==> config.mk <==
export PLATFORM = sky130hd
export DESIGN_NAME = clkcal_seq
export DESIGN_NICKNAME = d
export VERILOG_FILES = /design/src/rtl/clkcal_pkg.sv /design/src/rtl/clkcal_scan.sv /design/src/rtl/clkcal_gate.sv /design/src/rtl/clkcal_fold.sv /design/src/rtl/clkcal_seq.sv
export SDC_FILE = /design/constraint.sdc
export NUM_CORES = 1
export LEC_CHECK = 0
export CAP_MARGIN = 15
export CORE_UTILIZATION = 44
export DETAILED_ROUTE_END_ITERATION = 7
export PLACE_DENSITY = 0.76
export REMOVE_ABC_BUFFERS = 1
export SKIP_LAST_GASP = 1
export SLEW_MARGIN = 20
export SYNTH_ARGS = -nofsm -noshare
export SYNTH_HDL_FRONTEND = slang
export SYNTH_SLANG_ARGS = --single-unit
==> constraint.sdc <==
create_clock -name clk_i -period 5.5 [get_ports clk_i]
set_clock_uncertainty 0.2 [all_clocks]
set_input_delay 1.1 -clock clk_i [delete_from_list [all_inputs] [get_ports clk_i]]
set_output_delay 1.1 -clock clk_i [all_outputs]
set_load 0.01 [all_outputs]
==> src/rtl/clkcal_pkg.sv <==
package clkcal_pkg;
  localparam int DIV_TOP   = 5;
  localparam int DIV_W     = 3;
  localparam int FIELD_LSB = 8;

  typedef enum logic [2:0] {
    S_IDLE, S_CAP, S_PICK, S_WAIT, S_NEXT, S_FOLD, S_FIN
  } cal_state_e;

  // divider field codes are not monotonic in the divide ratio
  function automatic logic [3:0] div_code(input logic [DIV_W-1:0] d);
    case (d)
      3'd1: div_code = 4'hF;
      3'd2: div_code = 4'h7;
      3'd3: div_code = 4'hE;
      3'd4: div_code = 4'h6;
      3'd5: div_code = 4'hD;
      default: div_code = 4'h0;
    endcase
  endfunction

  function automatic logic [31:0] cal_mask(input bit wide);
    cal_mask = wide ? 32'hF0FF_F0FF : 32'hFFFF_F0FF;
  endfunction
endpackage

==> src/rtl/clkcal_scan.sv <==
module clkcal_scan #(
  parameter int WORDS  = 4096,
  parameter int THRESH = 64
) (
  input  logic        clk_i,
  input  logic        rst_ni,
  input  logic        clr_i,
  input  logic        en_i,
  input  logic        valid_i,
  input  logic [31:0] word_i,
  output logic        done_o,
  output logic        ok_o
);
  localparam int WCW = $clog2(WORDS + 1);
  localparam int TCW = $clog2(THRESH + 1);

  logic [WCW-1:0] wcnt_q;
  logic [TCW-1:0] ncnt_q;
  logic           enough_q;
  logic           take, varied;

  assign take   = en_i && valid_i && (wcnt_q != WCW'(WORDS));
  assign varied = (word_i != 32'h0000_0000) && (word_i != 32'hFFFF_FFFF);

  always_ff @(posedge clk_i or negedge rst_ni) begin
    if (!rst_ni) begin
      wcnt_q   <= '0;
      ncnt_q   <= '0;
      enough_q <= 1'b0;
    end else if (clr_i) begin
      wcnt_q   <= '0;
      ncnt_q   <= '0;
      enough_q <= 1'b0;
    end else if (take) begin
      wcnt_q <= wcnt_q + 1'b1;
      // saturate once the threshold is met; early accept
      if (varied && !enough_q) begin
        ncnt_q <= ncnt_q + 1'b1;
        if (ncnt_q == TCW'(THRESH - 1)) enough_q <= 1'b1;
      end
    end
  end

  assign done_o = (wcnt_q == WCW'(WORDS));
  assign ok_o   = enough_q;

  p_enough_hold_r2: assert property (@(posedge clk_i) disable iff (!rst_ni)
    (enough_q && !clr_i) |=> enough_q);
  p_cnt_sat_r2: assert property (@(posedge clk_i) disable iff (!rst_ni)
    enough_q |-> (ncnt_q == TCW'(THRESH)));
endmodule

==> src/rtl/clkcal_gate.sv <==
module clkcal_gate #(
  parameter int FREQ_W = 16
) (
  input  logic [FREQ_W-1:0] bus_i,
  input  logic [FREQ_W-1:0] max_i,
  input  logic [2:0]        div_i,
  output logic              ok_o,
  output logic [3:0]        code_o
);
  import clkcal_pkg::*;
  localparam int PW = FREQ_W + 3;

  logic [PW-1:0] prod;

  // bus/div <= max  <=>  max*div >= bus, no divider needed
  assign prod   = PW'(max_i) * PW'(div_i);
  assign ok_o   = (prod >= PW'(bus_i));
  assign code_o = div_code(div_i);
endmodule

==> src/rtl/clkcal_fold.sv <==
module clkcal_fold #(
  parameter int          NUM_VAR = 3,
  parameter logic [31:0] FMASK   = 32'hFFFF_F0FF
) (
  input  logic [NUM_VAR-1:0][31:0] var_i,
  input  logic [3:0]               code_i,
  output logic [NUM_VAR-1:0][31:0] var_o
);
  import clkcal_pkg::*;

  for (genvar g = 0; g < NUM_VAR; g++) begin : g_var
    assign var_o[g] = (var_i[g] & FMASK) | (32'(code_i) << FIELD_LSB);
  end
endmodule

==> src/rtl/clkcal_seq.sv <==
module clkcal_seq #(
  parameter int NUM_VAR      = 3,
  parameter int READ_IDX     = 1,
  parameter int REGION_BYTES = 16384,
  parameter int THRESH       = 64,
  parameter int MIN_DIV      = 1,
  parameter bit WIDE_MASK    = 1'b0,
  parameter int FREQ_W       = 16
) (
  input  logic                   clk_i,
  input  logic                   rst_ni,
  input  logic                   start_i,
  input  logic [FREQ_W-1:0]      bus_mhz_i,
  input  logic [FREQ_W-1:0]      dev_max_mhz_i,
  input  logic [NUM_VAR*32-1:0]  ctrl_var_i,
  output logic                   ctrl_wr_o,
  output logic [31:0]            ctrl_wdata_o,
  output logic                   cap_req_o,
  input  logic                   word_valid_i,
  input  logic [31:0]            word_i,
  output logic                   search_start_o,
  output logic [2:0]             search_div_o,
  input  logic                   search_done_i,
  input  logic                   search_pass_i,
  output logic [NUM_VAR*32-1:0]  ctrl_var_o,
  output logic                   busy_o,
  output logic                   done_o,
  output logic                   cal_ok_o,
  output logic                   too_uniform_o,
  output logic                   no_div_o,
  output logic [2:0]             best_div_o
);
  import clkcal_pkg::*;

  localparam int          WORDS = REGION_BYTES / 4;
  localparam logic [31:0] FMASK = cal_mask(WIDE_MASK);
  localparam logic [2:0]  DMIN  = 3'(MIN_DIV);
  localparam logic [2:0]  DMAX  = 3'(DIV_TOP);

  cal_state_e               st_q;
  logic [NUM_VAR-1:0][31:0] var_q, var_in, var_fold;
  logic [2:0]               div_q, best_q;
  logic                     scan_clr, scan_en, scan_done, scan_ok;
  logic                     div_ok;
  logic [3:0]               div_enc, best_enc;

  for (genvar g = 0; g < NUM_VAR; g++) begin : g_io
    assign var_in[g]              = ctrl_var_i[g*32 +: 32];
    assign ctrl_var_o[g*32 +: 32] = var_q[g];
  end

  assign scan_clr = (st_q == S_IDLE) && start_i;
  assign scan_en  = (st_q == S_CAP);
  assign best_enc = div_code(best_q);

  clkcal_scan #(.WORDS(WORDS), .THRESH(THRESH)) u_scan (
    .clk_i   (clk_i),
    .rst_ni  (rst_ni),
    .clr_i   (scan_clr),
    .en_i    (scan_en),
    .valid_i (word_valid_i),
    .word_i  (word_i),
    .done_o  (scan_done),
    .ok_o    (scan_ok)
  );

  clkcal_gate #(.FREQ_W(FREQ_W)) u_gate (
    .bus_i  (bus_mhz_i),
    .max_i  (dev_max_mhz_i),
    .div_i  (div_q),
    .ok_o   (div_ok),
    .code_o (div_enc)
  );

  clkcal_fold #(.NUM_VAR(NUM_VAR), .FMASK(FMASK)) u_fold (
    .var_i  (var_q),
    .code_i (best_enc),
    .var_o  (var_fold)
  );

  always_ff @(posedge clk_i or negedge rst_ni) begin
    if (!rst_ni) begin
      st_q           <= S_IDLE;
      var_q          <= '0;
      div_q          <= DMAX;
      best_q         <= '0;
      ctrl_wr_o      <= 1'b0;
      ctrl_wdata_o   <= '0;
      cap_req_o      <= 1'b0;
      search_start_o <= 1'b0;
      search_div_o   <= '0;
      busy_o         <= 1'b0;
      done_o         <= 1'b0;
      cal_ok_o       <= 1'b0;
      too_uniform_o  <= 1'b0;
      no_div_o       <= 1'b0;
    end else begin
      ctrl_wr_o      <= 1'b0;
      cap_req_o      <= 1'b0;
      search_start_o <= 1'b0;
      done_o         <= 1'b0;
      case (st_q)
        S_IDLE: if (start_i) begin
          var_q         <= var_in;
          ctrl_wr_o     <= 1'b1;
          ctrl_wdata_o  <= var_in[READ_IDX] & FMASK;
          cap_req_o     <= 1'b1;
          div_q         <= DMAX;
          best_q        <= '0;
          cal_ok_o      <= 1'b0;
          too_uniform_o <= 1'b0;
          no_div_o      <= 1'b0;
          busy_o        <= 1'b1;
          st_q          <= S_CAP;
        end
        S_CAP: if (scan_done) begin
          if (scan_ok) begin
            st_q <= S_PICK;
          end else begin
            ctrl_wr_o     <= 1'b1;
            ctrl_wdata_o  <= var_q[READ_IDX];
            too_uniform_o <= 1'b1;
            st_q          <= S_FIN;
          end
        end
        S_PICK: begin
          if (div_ok) begin
            ctrl_wr_o      <= 1'b1;
            ctrl_wdata_o   <= (var_q[READ_IDX] & FMASK) | (32'(div_enc) << FIELD_LSB);
            search_start_o <= 1'b1;
            search_div_o   <= div_q;
            st_q           <= S_WAIT;
          end else begin
            st_q <= S_NEXT;
          end
        end
        S_WAIT: if (search_done_i) begin
          if (search_pass_i) best_q <= div_q;
          st_q <= S_NEXT;
        end
        S_NEXT: begin
          if (div_q == DMIN) begin
            st_q <= S_FOLD;
          end else begin
            div_q <= div_q - 1'b1;
            st_q  <= S_PICK;
          end
        end
        S_FOLD: begin
          ctrl_wr_o <= 1'b1;
          if (best_q != '0) begin
            var_q        <= var_fold;
            ctrl_wdata_o <= var_fold[READ_IDX];
            cal_ok_o     <= 1'b1;
          end else begin
            ctrl_wdata_o <= var_q[READ_IDX];
            no_div_o     <= 1'b1;
          end
          st_q <= S_FIN;
        end
        S_FIN: begin
          done_o <= 1'b1;
          busy_o <= 1'b0;
          st_q   <= S_IDLE;
        end
        default: st_q <= S_IDLE;
      endcase
    end
  end

  assign best_div_o = best_q;

  p_cap_masked_r1: assert property (@(posedge clk_i) disable iff (!rst_ni)
    cap_req_o |-> (ctrl_wr_o && ((ctrl_wdata_o & ~FMASK) == 32'h0)));
  p_search_write_r4: assert property (@(posedge clk_i) disable iff (!rst_ni)
    search_start_o |-> (ctrl_wr_o && (ctrl_wdata_o[11:8] == div_code(search_div_o))));
  p_search_allowed_r5: assert property (@(posedge clk_i) disable iff (!rst_ni)
    search_start_o |-> $past(div_ok));
  p_best_range_r6: assert property (@(posedge clk_i) disable iff (!rst_ni)
    (done_o && cal_ok_o) |-> (best_div_o >= DMIN && best_div_o <= DMAX));
  p_done_pulse_r9: assert property (@(posedge clk_i) disable iff (!rst_ni)
    done_o |=> !done_o);
  p_one_flag_r9: assert property (@(posedge clk_i) disable iff (!rst_ni)
    done_o |-> ($countones({cal_ok_o, too_uniform_o, no_div_o}) == 1 && !busy_o));
endmodule

# Word-level counts from Yosys, hierarchy flattened
# Index checks and enable logic that the tools add are counted.
[totals]
inputBits = 166
elab_cells = 138
regBits = 169
[classes]
bitwise = 4
n_addsub = 3
eq_ne = 29
magnitude_cmp = 1
multipliers = 1
n_mux = 52
reduce_logical = 29
[ops]
columns = ["op", "count"]
rows = [
  ["$mux W96", 2],
  ["$pmux W96 S2", 1],
  ["$mux W32", 5],
  ["$or A32 B12 Y32", 4],
  ["$pmux W32 S4", 1],
  ["$pmux W4 S5", 2],
  ["$mux W3", 11],
  ["$ne A32 B32 Y1 const B", 1],
  ["$reduce_bool A32 Y1", 1],
  ["$mux W13", 2],
  ["$eq A3 B3 Y1 const B", 7],
  ["$mux W7", 3],
  ["$ge A19 B16 Y1", 1],
  ["$mul A16 B3 Y19", 1],
  ["$eq A3 B2 Y1 const B", 6],
  ["$ne A2 B2 Y1 const B", 9],
  ["$pmux W3 S6", 1],
  ["$mux W1", 17],
  ["$reduce_bool A2 Y1", 8],
  ["$reduce_and A3 Y1", 5],
  ["$add A13 B1 Y13 const B", 1],
  ["$eq A13 B13 Y1 const B", 1],
  ["$ne A13 B13 Y1 const B", 1],
  ["$pmux W3 S2", 2],
  ["other kinds (14)", 26],
]

# Logic depth before layout (Yosys ltp)
# Gate-level depths: netlist of the first run.
[depth]
ltp_word = 6
depth_mapped = 23
depth_no_buf = 19

# Modules after synthesis
# Synthesis of the first run repeated with hierarchy kept, for this count alone.
[unflattened]
hier_cells = 1302
area_unflattened_um2 = 12071.6
[by_module_without_submodules]
columns = ["module", "area_per_inst_um2", "n_inst", "cells_per_inst", "seq_area_each_um2"]
rows = [
  ["clkcal_seq", 8308.0, 1, 813, 3706.1],
  ["clkcal_gate", 1834.3, 1, 266, 0.0],
  ["clkcal_scan", 1208.7, 1, 127, 525.5],
  ["clkcal_fold", 720.7, 1, 96, 0.0],
]

# Least setup slack after synthesis of the first run
# No wires, ideal clock.
[synth_path]
path_type = "input -> register"
start = "input dev_max_mhz_i[3]"
end = "register search_div_o[0]"
path_stages = 17
setup_ns = 0.125
t_required_ns = 5.175
t_arrival_ns = 4.963
setup_slack_ns = 0.212
cell_sequence = "and2_1 > fa_1 > ha_1 > a211oi_1 > o211ai_1 > a21oi_1 > o21ai_0 > a2111oi_0 > nor3_1 > xor2_1 > ha_1 > nand3_1 > nor4_1 > nor3_1 > nand4_1 > o31ai_4 > mux2_4"
[synth_via]
elab_chain_cells = 3
[synth_lines]
columns = ["item", "line", "rtl"]
rows = [
  ["start, declared", "clkcal_seq.sv:14", "input logic [FREQ_W-1:0] dev_max_mhz_i,"],
  ["$mul A16 B3 Y19", "clkcal_gate.sv:16", "assign prod = PW'(max_i) * PW'(div_i);"],
  ["$ge A19 B16 Y1", "clkcal_gate.sv:17", "assign ok_o = (prod >= PW'(bus_i));"],
  ["$reduce_and A2 Y1 (no source line)", "-", ""],
  ["end signal, assigned", "clkcal_seq.sv:131", "search_div_o <= div_q;"],
  ["end, declared", "clkcal_seq.sv:22", "output logic [2:0] search_div_o,"],
]
# Every way passes these cells.
# A chain may end at the register's enable or synchronous reset.

# Final worst setup path of the first run
[layout_path]
start = "input dev_max_mhz_i[9]"
end = "register search_div_o[2]"
# Same word-level chain as after synthesis.

==> flow_summary.ini, run 1 <==
[outcome]
outcome = complete, no violations

[setup_path]
cp_common_cell = ha_1
crit_path_end_kind = flip-flop
cp.arrival_ns = 5.32
slowest_stage = fa_1
critPathKind = input port to flip-flop
crit_fanout = 5
crit_chain = clkdlybuf4s50_1 > buf_4 > nand2_1 > fa_1 > inv_1 > ha_1 > o21a_1 > a2111oi_4 > nor3_2 > xor2_1 > ha_1 > nand3_2 > nor4_1 > nor3_1 > nand4_1 > buf_6 > o31ai_4 > buf_12 > mux2_4
cp_slowest_stage_delay_ns = 0.55
critPathRequiredTime_ns = 5.61
start_kind = input port

[sta]
final-setup-viol-count = 0
hold_viol = 0
fin_setup_tns_ns = 0
finalCritPeriodShare = 0.946
slew_headroom = 0.341
rsz0062_at_grt = false
max_slew.worst_pin.slew_ns = 0.986
finalMaxSlewViolations = 0
min_period_ns = 5.20
timing.hold.ws_ns = 0.278
max_freq_ghz = 0.192

[clocking]
cts_buffer_depth = 2
clk_pin_slew_ns = 0.08
cts_max_level = 4
root_buffer = clkbuf_16
clk_latency_ns = 0.43
clkSinkCount = 169
cts_buffers = 17
cts_tree = yes

[global_route]
first_global_vias = 10110
use_met1 = 0.322
grt_max_degree = 99
grt_pass1_wl_um = 50800
grt_util_met3 = 0.0747
globalRouteTotalUtil = 0.261
grt.overflow.total = 0
use_met2 = 0.441
grt.busiest_layer = met2
antenna_found_initial = 1

[routing]
dr_total_vias = 10214
ant_nets = 0
first_iter_violations = 596
drt_wl_total_um = 31400
wl_per_cell_um = 16.6
via_per_inst = 5.39
drt_pass1_iterations = 5
drc = 0

[finish]
drive_above_1_share = 0.0918
final_nets = 1790
mostFrequentLayoutCell = nand2_1
layout_common_cells = 359 x nand2_1, 297 x clkdlybuf4s50_1, 167 x dfrtp_1, 71 x nand3_1, 58 x nor2_1
fin_cells = 1894
syn_to_final_growth_pct = 42.6
fillCellCount = 1921

[power]
share_seq_of_total_power = 0.246
pwr-share-clk = 0.133
ir_worst_vdd_uv = 652
p_comb_frac = 0.621
power_switching_mw = 4.22
p_sw_frac = 0.456
power.leakage_nw = 6.84
p_per_area_mw_per_mm2 = 624
internal_power_mw = 5.04

[place]
portBuffers = 307
dp_hpwl_um = 21400
dp.cells = 1850
routabilityCongestion = 0.903

[yosys]
avgSynthCellArea_sq_um = 8.24
netlist_area_sq_mm = 0.0104
synth_ff_type = dfrtp_1
post-synth-top-area-cell = dfrtp_1
synth_seq_area_share = 0.407
ys_ff_latch = 169
ys_warn_count = 0
synthTopCellsByArea = dfrtp_1 40%, nand2_1 13%, ha_1 5.1%
synth-edff-count = 0
postSynth.asyncResetShare = 1.00
synth_top_area_share = 0.402
syn_inst = 1262
synthDistinctLibCells = 65

[die]
die_x_um = 156
dieArea_sq_mm = 0.0243
start_util = 0.454
design.core.area_sq_mm = 0.0229
die_h_um = 156
core.rowCount = 55
ios = 308

[flow_run]
max-cap-violations = 0

[worst_hold_path]
hold_path.class = flip-flop to flip-flop
state kept, by name, summed over array words and instances (netlist names):
register,count
u_scan.wcnt_q,13
ctrl_var_o,96
cal_ok_o,1
done_o,1
st_q,3
best_div_o,3
ctrl_wdata_o,32
search_div_o,3
no_div_o,1
u_scan.ncnt_q,7
ctrl_wr_o,1
div_q,3
u_scan.ok_o,1
search_start_o,1
too_uniform_o,1
busy_o,1
cap_req_o,1
path summary, 6_finish.rpt:
path / startpoint / end / slack (ns) / cells after the start
setup / recovery: dev_max_mhz_i[9] / search_div_o[2] / 0.30 / 19
hold / removal: ctrl_var_o[94] / ctrl_var_o[94] / 0.28 / 2
setup reg to reg: div_q[2] / search_div_o[2] / 0.44 / 20
hold reg to reg: ctrl_var_o[94] / ctrl_var_o[94] / 0.28 / 2
max in group asynchronous: rst_ni / div_q[2] / 3.55 / 2
min in group asynchronous: rst_ni / ctrl_var_o[61] / 0.56 / 1
layout make-up:
cell class | instances | area [sq um] | area share
multi-input cells | 956 | 5790 | 0.390
clock inverters | 14 | 171 | 0.0116
clock buffers | 18 | 429 | 0.0289
diodes | 1 | 2.50 | 0.000169
repair buffers | 367 | 3610 | 0.243
flip-flops and latches | 169 | 4230 | 0.285
inverters | 56 | 211 | 0.0143
well taps | 313 | 392 | 0.0264
critical path: cells and delay by family:
family	cells	cell delay [ns]
buf+inv	5	1.02
fa+ha+maj	3	1.16
compound gates	3	0.89
mux	1	0.29
simple gates	6	0.69
xor+xnor	1	0.15
power by group through the flow:
stage | combinational, mW | sequential [mW] | clock (mW)
floorplan | 2.78 | 2.42 | 0
global placement | 5.23 | 2.27 | 0
detailed placement | 5.39 | 2.28 | 0
CTS | 5.70 | 2.27 | 1.25
global route | 6.34 | 2.35 | 1.30
finish | 5.75 | 2.28 | 1.23
repair_timing:
action,in CTS,in global routing
gates resized for setup,14,30
buffers inserted,6,5
pin swaps,14,31
gates cloned,1,0
endpoints found under the setup margin,39,40
hold buffers,0,0
hold endpoints to repair,0,0
cells in the mapped netlist (2+ instances only):
cell type,n
nor4_1,12
o211ai_1,33
clkbuf_1,58
dfstp_2,2
and3_1,7
xor2_1,12
nor3_1,7
or4_1,28
or3_1,8
o22ai_1,2
inv_1,55
xnor2_1,16
mux2i_1,29
nor2_1,60
nand2b_1,7
dfrtp_1,167
nor4b_2,2
nor2b_1,10
nand3_1,72
buf_1,5
a31oi_1,35
o21a_1,5
o21ai_0,44
a21oi_1,56
nand2_1,366
o21ai_1,15
buf_2,11
o41ai_1,3
and2_1,12
a21o_1,4
nand4_1,13
buf_6,6
a221oi_1,2
nor4_2,2
fa_1,15
a211oi_1,5
o311ai_1,4
a41oi_1,2
mux2_4,3
ha_1,42
metal layers:
layer  up-vias  wire length [um]  share of wire
met5         -                 0              0
li1       4941                 -              -
met4         0               717          0.023
met1      4873             12900           0.41
met2       358             15400           0.49
met3        42              2400          0.076
through the flow:
stage,area [sq um],power (mW),setup slack [ns],utilization
floorplan,10000,5.20,-0.938,-
detailed placement,14000,7.67,-0.684,0.609
global placement,14000,7.50,-0.504,0.609
global route,14800,10.0,0.0347,0.647
finish,14800,9.26,0.296,0.647
CTS,14700,9.22,0.00265,0.641
cell families after synthesis:
family          synth area share
buf+inv                   0.0554
fa+ha+maj                 0.0794
mux                       0.0333
flops                      0.407
compound gates             0.134
xor+xnor                  0.0251
simple gates               0.266
No activity file was read; power rests on OpenSTA's default activity.
==> run 2, diff against run 1 <==
--- a/config.mk
+++ b/config.mk
@@ -7,11 +7,10 @@
 export LEC_CHECK = 0
 export CAP_MARGIN = 15
 export CORE_UTILIZATION = 44
+export CTS_CLUSTER_SIZE = 14
 export DETAILED_ROUTE_END_ITERATION = 7
 export PLACE_DENSITY = 0.76
 export REMOVE_ABC_BUFFERS = 1
-export SKIP_LAST_GASP = 1
-export SLEW_MARGIN = 20
 export SYNTH_ARGS = -nofsm -noshare
 export SYNTH_HDL_FRONTEND = slang
 export SYNTH_SLANG_ARGS = --single-unit
==> run 2 against run 1 <==
Fmax fell by 0.12%; hold slack barely moved; largest cell class unchanged; register-to-register slack barely moved; total power barely moved.
==> flow_summary.ini, run 2 (synthesis results as in run 1) <==
[power]
p_sw_frac = 0.456
power.leakage_nw = 6.84
share_seq_of_total_power = 0.246
internal_power_mw = 5.04
p_comb_frac = 0.621
ir_worst_vdd_uv = 652
power_switching_mw = 4.22
pwr-share-clk = 0.133
p_per_area_mw_per_mm2 = 624

[flow_run]
max-cap-violations = 0

[finish]
layout_common_cells = 359 x nand2_1, 297 x clkdlybuf4s50_1, 167 x dfrtp_1, 71 x nand3_1, 58 x nor2_1
final_nets = 1791
largest_reg_flops = 96
syn_to_final_growth_pct = 42.6
fillCellCount = 1918
fin_area_sq_mm = 0.0148
regArea_sq_mm = 0.00423
mostFrequentLayoutCell = nand2_1
fin_util = 0.648
drive_above_1_share = 0.0917
multi_input_comb_area_sq_mm = 0.00579
fin_cells = 1895

[die]
core.rowCount = 55
design.core.area_sq_mm = 0.0229
ios = 308
dieArea_sq_mm = 0.0243
start_util = 0.454
die_x_um = 156
die_h_um = 156

[sta]
max_slew.worst_pin.slew_ns = 0.989
finalMaxSlewViolations = 0
slew_headroom = 0.338
hold_viol = 0
final-setup-viol-count = 0
rsz0062_at_grt = false
finalCritPeriodShare = 0.947
max_freq_ghz = 0.192
min_period_ns = 5.21

[routing]
drt_wl_total_um = 31400
drc = 0
first_iter_violations = 632
wl_per_cell_um = 16.6
via_per_inst = 5.40
drt_pass1_iterations = 5
dr_total_vias = 10225
ant_nets = 0

[global_route]
globalRouteTotalUtil = 0.261
first_global_vias = 10110
grt_max_degree = 99
antenna_found_initial = 1
grt_pass1_wl_um = 50800
grt.overflow.total = 0

[place]
routabilityCongestion = 0.903
dp.cells = 1850
portBuffers = 307
dp_hpwl_um = 21400
placed_area_sq_mm = 0.0140

[outcome]
outcome = complete, no violations

[setup_path]
crit_chain = clkdlybuf4s50_1 > buf_4 > nand2_1 > fa_1 > inv_1 > ha_1 > o21a_1 > a2111oi_4 > nor3_2 > xor2_1 > ha_1 > nand3_2 > nor4_1 > nor3_1 > nand4_1 > buf_6 > o31ai_4 > buf_12 > mux2_4
cp_slowest_stage_delay_ns = 0.55
crit_path_end_kind = flip-flop
start_kind = input port
worst_r2r_path_depth = 20
critPathRequiredTime_ns = 5.61
slowest_stage = fa_1
cp_common_cell = ha_1
cp.arrival_ns = 5.32
worstSetupPathDepth = 19
worst-path-buf-inv = 5
critPathKind = input port to flip-flop
crit_fanout = 5
cp_top_family = adder cells

[clocking]
clk_latency_ns = 0.43
cts_buffers = 17
cts_tree = yes
clkSinkCount = 169
cts_max_level = 4
cts_buffer_depth = 2
clk_pin_slew_ns = 0.08
root_buffer = clkbuf_16

[worst_hold_path]
hold_path_depth = 2
hold_path.class = flip-flop to flip-flop
## run 2: worst min-delay path, cell delays in order, from the launching register on
cell,delay (ns)
dfrtp_1,0.35
nand2_1,0.05
nand2_1,0.05
## run 2: area by class of cell
type,count,share of cell area
Antenna cell,1,0.000169
Clock buffer,18,0.0289
Clock inverter,14,0.0116
Inverter,56,0.0142
Multi-Input combinational cell,956,0.390
Sequential cell,169,0.285
Tap cell,313,0.0264
Timing Repair Buffer,368,0.244
## run 2: through the flow
step	setup slack [ns]	power, mW	hold WS (ns)	TNS [ns]
global placement	-0.504	7.50	0.257	-15.17
global route	0.0347	10.0	0.300	0
floorplan	-0.938	5.20	0.301	-29.78
detailed placement	-0.684	7.67	0.263	-22.74
finish	0.289	9.26	0.278	0
CTS	0.00265	9.22	0.281	0
## run 2: timing repair
item,in CTS,in global routing
cloned,1,0
resized for setup,14,30
setup buffers,6,5
pin swaps,14,31
endpoints found under the setup margin,39,40
hold buffers,0,0
## run 2: final timing paths
kind	from	endpoint	slack, ns
min in group asynchronous	rst_ni	ctrl_var_o[61]	0.56
max	dev_max_mhz_i[9]	search_div_o[2]	0.29
max reg2reg	div_q[2]	search_div_o[2]	0.44
min	ctrl_var_o[94]	ctrl_var_o[94]	0.28
min reg2reg	ctrl_var_o[94]	ctrl_var_o[94]	0.28
max in group asynchronous	rst_ni	div_q[2]	3.55
## run 2: layer usage
metal,track usage,up-vias,share of wire
li1,-,4936,-
met1,0.322,4882,0.41
met2,0.441,363,0.49
met3,0.0747,44,0.077
met4,0.0812,0,0.024
met5,0,-,0
## run 2: power by group through the flow
stage | logic (mW) | registers (mW) | clock network (mW)
after global placement | 5.23 | 2.27 | 0
after detailed placement | 5.39 | 2.28 | 0
final | 5.75 | 2.28 | 1.23
after global routing | 6.34 | 2.35 | 1.30
after CTS | 5.70 | 2.27 | 1.25
after floorplan | 2.78 | 2.42 | 0
==> run 3, diff against run 2 <==
--- a/config.mk
+++ b/config.mk
@@ -6,11 +6,13 @@
 export NUM_CORES = 1
 export LEC_CHECK = 0
 export CAP_MARGIN = 15
-export CORE_UTILIZATION = 44
+export CORE_UTILIZATION = 46
+export CTS_CLUSTER_DIAMETER = 60
 export CTS_CLUSTER_SIZE = 14
 export DETAILED_ROUTE_END_ITERATION = 7
-export PLACE_DENSITY = 0.76
+export PLACE_DENSITY = 0.77
 export REMOVE_ABC_BUFFERS = 1
 export SYNTH_ARGS = -nofsm -noshare
 export SYNTH_HDL_FRONTEND = slang
+export SYNTH_HIERARCHICAL = 1
 export SYNTH_SLANG_ARGS = --single-unit
==> run 3 against run 2 <==
Synthesized cell count increased by 3.2%; critical path depth up 3; synthesized area up 16%; sequential share of layout area down 1.6 points; hold slack improved by 0.0025 ns; non-clock buffer count increased by 5; sequential power hardly changed; first-iteration DRC count is 0.47% higher; via count is 2.6% higher.
==> flow_summary.ini, run 3 <==
[outcome]
outcome = complete, no violations

[global_route]
grt_pass1_wl_um = 53300
antenna_found_initial = 0
globalRouteTotalUtil = 0.253
grt.overflow.total = 0
grt_max_degree = 106
first_global_vias = 10477

[sta]
hold_viol = 0
max_slew.worst_pin.slew_ns = 1.02
max_freq_ghz = 0.189
timing.hold.ws_ns = 0.281
finalCritPeriodShare = 0.963
finalMaxSlewViolations = 0
slew_headroom = 0.322
final-setup-viol-count = 0
min_period_ns = 5.30

[die]
core.rowCount = 58
dieArea_sq_mm = 0.0269
ios = 308
start_util = 0.474
die_x_um = 164
die_h_um = 164
design.core.area_sq_mm = 0.0255

[place]
dp.cells = 1804
routabilityCongestion = 0.870
placed_area_sq_mm = 0.0148
portBuffers = 307
dp_hpwl_um = 22500

[finish]
largest_reg_flops = 96
fillCellCount = 2120
fin_cells = 1848
multi_input_comb_area_sq_mm = 0.00655
final_nets = 1725
syn_to_final_growth_pct = 30.3
drive_above_1_share = 0.126
fin_area_sq_mm = 0.0157
regArea_sq_mm = 0.00423
layout_common_cells = 299 x clkdlybuf4s50_1, 166 x dfrtp_1, 156 x nand2_1, 104 x mux2i_1, 75 x o21ai_0
mostFrequentLayoutCell = clkdlybuf4s50_1

[clocking]
cts_buffers = 17
cts_buffer_depth = 2
root_buffer = clkbuf_16
clk_latency_ns = 0.42
clk_pin_slew_ns = 0.07
postCtsHoldBufs = 0
clkSinkCount = 169
cts_tree = yes
cts_max_level = 4

[setup_path]
start_kind = input port
crit_fanout = 7
worstSetupStartpoint = dev_max_mhz_i[10]
cp.arrival_ns = 5.41
critPathKind = input port to flip-flop
critPathRequiredTime_ns = 5.61
worst_r2r_path_depth = 23
rr_startpoint = div_q[2]
r2r_end = ctrl_wdata_o[24]
ff2ff_setup_slack_ns = 0.40
endpoint = ctrl_wdata_o[24]
crit_path_end_kind = flip-flop

[yosys]
yosysMostFrequentCell = dfrtp_1
syn_inst = 1302
synth_xor_area_frac = 0.0181
synth-edff-count = 0
ys_top_cells_by_count = 167 x dfrtp_1, 158 x nand2_1, 104 x mux2i_1, 100 x buf_4, 79 x o21ai_0
netlist_area_sq_mm = 0.0121
synth_ff_type = dfrtp_1
synthAdderAreaFrac = 0.0653
yosys.area_share.simple = 0.150
synthTopCellsByArea = dfrtp_1 35%, mux2i_1 8.6%, buf_4 6.2%
synth-compound-area-share = 0.168
synth_top_family_by_area = compound AO/OA/AOI/OAI gates
synth_top_area_share = 0.346
ys_ff_latch = 169
synthMuxAreaShare = 0.126
postSynth.asyncResetShare = 1.00
ys_warn_count = 6
synth_seq_area_share = 0.351
synthDistinctLibCells = 69
avgSynthCellArea_sq_um = 9.27
post-synth-top-area-cell = dfrtp_1

[power]
power.leakage_nw = 6.71
p_per_area_mw_per_mm2 = 588
ir_worst_vdd_uv = 294

[routing]
dr_total_vias = 10488
via_per_inst = 5.68
wl_per_cell_um = 18.4
drc = 0
drt_pass1_iterations = 5
first_iter_violations = 635
drt_wl_total_um = 34100
ant_nets = 0

[worst_hold_path]
hold_path.class = flip-flop to flip-flop

[flow_run]
max-cap-violations = 0
==> run 3: kinds of logic (layout without fill, tap and decap cells) <==
| group | after synthesis | count (layout) |
|---|---|---|
| xor+xnor | 25 | 25 |
| compound gates | 309 | 309 |
| buf+inv | 249 | 464 |
| fa+ha+maj | 54 | 54 |
| flops | 169 | 169 |
| simple gates | 358 | 358 |
| mux | 138 | 138 |
| other cells | 0 | 1 |
==> run 3: metal layers <==
layer / track usage / vias up / routed length (um)
met4: 0.117 / 0 / 1310
met2: 0.427 / 415 / 16200
met3: 0.0785 / 75 / 2980
met1: 0.292 / 5021 / 13600
li1: - / 4977 / -
met5: 0 / - / 0
==> run 3: worst min-delay path by stage <==
| stage | cells past startpoint | start | end | slack (ns) |
|---|---|---|---|---|
| after floorplan | 2 | u_scan/wcnt_q[12] | u_scan/wcnt_q[12] | 0.30 |
| after global placement | 2 | ctrl_var_o[75] | ctrl_var_o[75] | 0.26 |
| after CTS | 2 | ctrl_var_o[8] | ctrl_var_o[8] | 0.28 |
| final | 2 | ctrl_var_o[8] | ctrl_var_o[8] | 0.28 |
| after global routing | 2 | ctrl_var_o[8] | ctrl_var_o[8] | 0.31 |
| after detailed placement | 2 | ctrl_var_o[8] | ctrl_var_o[8] | 0.27 |
==> run 3: layout make-up <==
class / instances / share of cell area
multi-input combinational: 884 / 0.416
sequential: 169 / 0.269
timing repair buffer: 373 / 0.233
clock buffer: 18 / 0.0279
tap: 330 / 0.0263
inverter: 60 / 0.0143
clock inverter: 13 / 0.0131
antenna: 1 / 0.000159
==> run 3: stage by stage <==
| stage | setup TNS [ns] | util | setup WS (ns) | total power, mW |
|---|---|---|---|---|
| 3_5_place_dp | -24.12 | 0.579 | -0.687 | 7.55 |
| 3_3_place_gp | -21.71 | 0.579 | -0.616 | 7.39 |
| 4_1_cts | 0 | 0.612 | 0.0360 | 9.17 |
| 6_report | 0 | 0.617 | 0.204 | 9.24 |
| 5_1_grt | -0.154 | 0.617 | -0.0209 | 9.89 |
| 2_1_floorplan | -229.10 | - | -2.34 | 5.35 |
==> run 3: critical path, cell delays in order <==
cell	delay (ns)
clkdlybuf4s50_1	0.50
nand2_1	0.09
fa_1	0.54
inv_1	0.05
ha_1	0.35
nand3_2	0.18
buf_4	0.19
o21ai_1	0.12
a21oi_1	0.09
xnor2_1	0.14
ha_1	0.33
a21oi_2	0.12
o21ai_1	0.07
nand2_1	0.07
nand4_1	0.06
a31oi_1	0.18
nand4_1	0.17
and2_4	0.18
nand3b_4	0.22
buf_6	0.19
buf_16	0.15
mux2_4	0.29
==> run 3: power breakdown <==
| group | switching [mW] | total (mW) | internal (mW) |
|---|---|---|---|
| Sequential | 0.509 | 2.29 | 1.78 |
| Clock | 0.546 | 1.33 | 0.787 |
| Combinational | 2.81 | 5.63 | 2.81 |
| Total | 3.87 | 9.24 | 5.37 |
==> run 3: repair_timing <==
| action | CTS | global route |
|---|---|---|
| gates resized for setup | 26 | 34 |
| gates cloned | 3 | 0 |
| pin swaps | 21 | 25 |
| endpoints found under the hold margin | 0 | 0 |
| endpoints found under the setup margin | 33 | 33 |
| buffers inserted | 5 | 4 |
